`src/rtl/dem_pkg.sv`:
```
package dem_pkg;
  typedef enum logic {
    MODE_NORMAL   = 1'b0,
    MODE_SELFTEST = 1'b1
  } dem_mode_e;
endpackage

```
`src/rtl/dem_sync.sv`:
```
module dem_sync #(
  parameter int              W       = 1,
  parameter int              STAGES  = 2,
  parameter logic [W-1:0]    RST_VAL = '0
) (
  input  logic         clk,
  input  logic         rst,
  input  logic [W-1:0] d,
  output logic [W-1:0] q
);
  logic [STAGES-1:0][W-1:0] pipe;

  genvar g;
  generate
    for (g = 0; g < STAGES; g++) begin : g_stage
      always_ff @(posedge clk) begin
        if (rst) pipe[g] <= RST_VAL;
        else if (g == 0) pipe[g] <= d;
        else pipe[g] <= pipe[(g == 0) ? 0 : g-1];
      end
    end
  endgenerate

  assign q = pipe[STAGES-1];
endmodule

```
`src/rtl/dem_decode.sv`:
```
module dem_decode
  import dem_pkg::*;
#(
  parameter int NUM_ERR = 3
) (
  input  dem_mode_e            mode,
  input  logic [NUM_ERR-1:0]   err_n_s,
  output logic                 line_err
);
  always_comb begin
    case (mode)
      MODE_SELFTEST: line_err = ~(|err_n_s);
      default:       line_err = ~(&err_n_s);
    endcase
  end
endmodule

```
`src/rtl/dem_sticky.sv`:
```
module dem_sticky #(
  parameter int NUM_FLT = 2
) (
  input  logic               clk,
  input  logic               rst,
  input  logic [NUM_FLT-1:0] fault_s,
  input  logic               clr_s,
  output logic               latch_q,
  output logic               latch_nx
);
  logic fault_any;

  assign fault_any = |fault_s;
  assign latch_nx  = fault_any | (latch_q & ~clr_s);

  always_ff @(posedge clk) begin
    if (rst) latch_q <= 1'b0;
    else     latch_q <= latch_nx;
  end


  fault_sets_chk: assert property (@(posedge clk) disable iff (rst)
    (|fault_s) |=> latch_q);


  sticky_hold_chk: assert property (@(posedge clk) disable iff (rst)
    (latch_q && !clr_s) |=> latch_q);


  clear_wins_chk: assert property (@(posedge clk) disable iff (rst)
    (clr_s && !(|fault_s)) |=> !latch_q);
endmodule

```
`src/rtl/diag_error_merge.sv`:
```
module diag_error_merge
  import dem_pkg::*;
#(
  parameter int NUM_ERR     = 3,
  parameter int NUM_FLT     = 2,
  parameter int SYNC_STAGES = 2
) (
  input  logic               clk,
  input  logic               rst,
  input  logic [NUM_ERR-1:0] err_n,
  input  logic [NUM_FLT-1:0] drv_fault,
  input  logic               selftest,
  input  logic               clr_pulse,
  output logic               card_err
);
  localparam int              BUS_W    = NUM_ERR + NUM_FLT + 2;
  localparam logic [BUS_W-1:0] BUS_IDLE = {2'b00, {NUM_FLT{1'b0}}, {NUM_ERR{1'b1}}};

  logic [BUS_W-1:0]   bus_raw, bus_s;
  logic [NUM_ERR-1:0] err_n_s;
  logic [NUM_FLT-1:0] flt_s;
  logic               mode_s, clr_s;
  logic               line_err, latch_q, latch_nx;

  assign bus_raw = {selftest, clr_pulse, drv_fault, err_n};

  dem_sync #(.W(BUS_W), .STAGES(SYNC_STAGES), .RST_VAL(BUS_IDLE)) u_sync (
    .clk (clk),
    .rst (rst),
    .d   (bus_raw),
    .q   (bus_s)
  );

  assign err_n_s = bus_s[NUM_ERR-1:0];
  assign flt_s   = bus_s[NUM_ERR +: NUM_FLT];
  assign clr_s   = bus_s[BUS_W-2];
  assign mode_s  = bus_s[BUS_W-1];

  dem_decode #(.NUM_ERR(NUM_ERR)) u_decode (
    .mode     (dem_mode_e'(mode_s)),
    .err_n_s  (err_n_s),
    .line_err (line_err)
  );

  dem_sticky #(.NUM_FLT(NUM_FLT)) u_sticky (
    .clk      (clk),
    .rst      (rst),
    .fault_s  (flt_s),
    .clr_s    (clr_s),
    .latch_q  (latch_q),
    .latch_nx (latch_nx)
  );

  always_ff @(posedge clk) begin
    if (rst) card_err <= 1'b0;
    else     card_err <= line_err | latch_nx;
  end


  normal_low_line_chk: assert property (@(posedge clk) disable iff (rst)
    (!mode_s && !(&err_n_s)) |=> card_err);


  selftest_partial_chk: assert property (@(posedge clk) disable iff (rst)
    (mode_s && (|err_n_s) && !(|flt_s) && !latch_q) |=> !card_err);


  fault_raises_chk: assert property (@(posedge clk) disable iff (rst)
    (|flt_s) |=> card_err);
endmodule

```
`config.mk`:
```
export PLATFORM = sky130hd
export DESIGN_NAME = diag_error_merge
export DESIGN_NICKNAME = d
export VERILOG_FILES = /design/src/rtl/dem_pkg.sv /design/src/rtl/dem_sync.sv /design/src/rtl/dem_decode.sv /design/src/rtl/dem_sticky.sv /design/src/rtl/diag_error_merge.sv
export SDC_FILE = /design/constraint.sdc
export NUM_CORES = 1
export LEC_CHECK = 0
export ABC_AREA = 1
export BUFFER_PORTS_ARGS = -buffer_cell sky130_fd_sc_hd__buf_2
export CORE_AREA = 5 5 42 44
export DETAILED_ROUTE_END_ITERATION = 8
export DIE_AREA = 0 0 47 49
export GPL_TIMING_DRIVEN = 1
export HOLD_SLACK_MARGIN = 0.02
export PLACE_DENSITY_LB_ADDON = 0.3
export REMOVE_ABC_BUFFERS = 1
export SYNTH_ARGS = -nofsm -noshare
export SYNTH_HDL_FRONTEND = slang
export SYNTH_SLANG_ARGS = --single-unit
```
`constraint.sdc`:
```
create_clock -name clk -period 0.97 [get_ports clk]
set_input_delay 0.097 -clock clk [delete_from_list [all_inputs] [get_ports clk]]
set_output_delay 0.097 -clock clk [all_outputs]
set_load 0.01 [all_outputs]
```
==> impl_metrics.py <==
metrics = {
    "setup_path": {
        "path_cells": "buf_2",
        "reg2regPathDepth": 4,
        "start_kind": "flip-flop",
        "endpoint_kind": "output port",
        "worstSetupPathDepth": 1,
        "crit_family": "flip-flops",
        "cp-endpoint": "card_err",
        "r2r_end": "card_err$_SDFF_PP0_",
        "r2r_start": "u_sync.q[4]$_SDFF_PP0_",
        "reg2reg_slack_ps": 230,
        "path_buf_inv": 1,
        "critPathKind": "flip-flop to output port",
        "cpPeakStageDelay_ps": 300,
        "critical_path.slowest_cell": "dfxtp_1",
        "worstPathRequired_ps": 870,
        "crit_path_max_fanout": 1,
        "critPathArrivalTime_ps": 700,
        "crit_path_start": "card_err$_SDFF_PP0_",
    },
    "grt": {
        "antenna_found_initial": 0,
        "grt_max_degree": 17,
        "track_usage_pct": 7.73,
        "grt_overflow_total": 0,
        "grt_pass1_wl_um": 1220,
        "grt_pass1_vias": 302,
    },
    "power": {
        "p_leak_nw": 0.294,
        "ir_worst_vdd_v": 0.000728,
        "power_density_mw_per_mm2": 1810,
    },
    "sta": {
        "tightest_slew_ps": 240,
        "slew_headroom_pct": 84.0,
        "rsz0062_at_grt": "no",
        "maxSlewViolCount": 0,
        "finalCritPeriodShare_pct": 82.1,
        "finalSetupViolCount": 0,
        "max_freq_mhz": 1260,
        "worst_slack_ps": 173,
        "tns_ps": 0,
        "finalClockSkew_ps": 1.09,
        "finalHoldViolCount": 0,
        "fin_crit_ps": 797,
    },
    "final_layout": {
        "area_growth_pct": 28.5,
        "regArea_um2": 320,
        "final_layout_size_suffix_gt1_share_pct": 20.9,
        "fillers": 152,
        "nets": 78,
        "n_antenna_cell": 0,
        "multiInputGateArea_um2": 109,
    },
    "synth": {
        "synth_seq_area_share_pct": 67.0,
        "yosys_warnings": 0,
        "syn_inst": 50,
        "synth_seq_cells": 16,
        "postSynthAreaPerCell_um2": 9.56,
        "synth_cell_types": 10,
        "synthesis.area_um2": 478,
    },
    "clocking": {
        "root_buffer": "clkbuf_4",
        "cts_tree": "done",
        "post-cts-setup-buffers": 0,
        "clock_sinks": 16,
        "clock_latency_ps": 270,
        "cts_buffer_depth": 2,
        "cts_resized": 0,
        "cts_max_level": 1,
        "ctsHoldBuffers": 6,
        "cts_buffers": 3,
        "clk_pin_slew_ps": 80,
    },
    "floorplan": {
        "placeableCoreArea_mm2": 0.00140,
        "die_y_um": 49,
        "num_rows": 14,
        "initial_core_util_pct": 34.1,
        "die_area_mm2": 0.00230,
        "io_pins": 10,
        "die_x_um": 47,
    },
    "outcome": {
        "status": "complete, no violations",
    },
    "place": {
        "portBuffers": 9,
        "dpl.hpwl_um": 392,
        "place_congestion": 0.586,
        "place_ws_ps": 233,
    },
    "drt": {
        "antenna_left": 0,
        "drc_errors": 0,
        "vias": 319,
        "drtIter0Drc": 1,
        "drt-total-wl_um": 673,
        "viasPerCell": 3.84,
        "routedWlPerCell_um": 8.11,
        "drt_pass1_iterations": 3,
    },
    "hold_path": {
        "min_path_type": "primary input to flip-flop",
    },
    "run": {
        "maxCapViolations": 0,
    },
}
## cell usage in the layout, fill, tap and decap left out, drive strengths merged
cell type	netlist	layout
dfxtp	16	16
dlygate4sd3	0	6
nor2	10	10
or2	6	6
buf	1	9
a21oi	3	3
clkbuf	0	3
o21ai	1	1
nand2	3	3
inv	10	10
## synth_stat cells
cell / instances / area [um^2]
dfxtp_1: 16 / 320
inv_1: 10 / 37.5
nor2_1: 9 / 33.8
or2_1: 5 / 31.3
a21oi_1: 3 / 15.0
nand2_1: 3 / 11.3
buf_6: 1 / 11.3
nor2_2: 1 / 6.26
o21ai_1: 1 / 5.00
or2_2: 1 / 6.26
## per-layer routing
metal | wire [um] | GRT usage [%] | vias up
li1 | - | - | 179
met1 | 302 | 8.74 | 130
met2 | 309 | 11.1 | 8
met3 | 46 | 2.21 | 2
met4 | 15 | 6.91 | 0
met5 | 0 | 0 | -
## kinds of logic after synthesis
| family | after synthesis | share of synthesized area (%) |
|---|---|---|
| flip-flops | 16 | 67.0 |
| AO/OA/AOI/OAI | 4 | 4.19 |
| buffers and inverters | 11 | 10.2 |
| AND/OR/NAND/NOR | 19 | 18.6 |
## report_power, final
part           leakage, nW  internal, mW  switching [mW]
combinational        0.147        0.0485          0.0343
sequential           0.133         0.691         0.00934
clock               0.0138         0.144           0.185
total                0.294         0.883           0.228
## state kept, by name, summed over array words and instances, names as in the netlist
register	flops
u_sticky.latch_q	1
card_err	1
u_sync.pipe	7
u_sync.q	7
## metrics by stage
stage / hold slack [ps] / power, mW / util (%) / area (um^2) / cells
final: 25.8 / 1.11 / 43.8 / 614 / 83
after global routing: 20.7 / 1.17 / 43.8 / 614 / 83
after CTS: 20.0 / 1.12 / 43.8 / 614 / 83
after detailed placement: 277 / 0.781 / 37.9 / 532 / 74
after global placement: 273 / 0.778 / 37.9 / 532 / 74
after floorplan: 166 / 0.749 / - / 467 / 49
## how the worst min path moves through the flow
stage                     cells past startpoint  slack [ps]                        end     start
after CTS                                     3          20  u_sync.pipe[6]$_SDFF_PP0_  selftest
final                                         3          30  u_sync.pipe[6]$_SDFF_PP0_  selftest
after floorplan                               1         170        card_err$_SDFF_PP0_       rst
after global routing                          3          20  u_sync.pipe[6]$_SDFF_PP0_  selftest
after detailed placement                      2         280  u_sync.pipe[2]$_SDFF_PP1_  err_n[2]
after global placement                        2         270  u_sync.pipe[2]$_SDFF_PP1_  err_n[2]
## worst register-to-register path, stage by stage (launching register included)
cell and delay (ps):
dfxtp_1 310, nor2_2 110, nand2_1 60, nor2_1 90, a21oi_1 60
## layout make-up
class                   instances  area share (%)
flip-flops and latches         16            52.1
clock buffers                   3            3.67
well taps                      16            3.26
repair buffers                 15            17.1
multi-input cells              23            17.7
inverters                      10            6.11
Note: power is estimated with default switching activity, not from simulation.
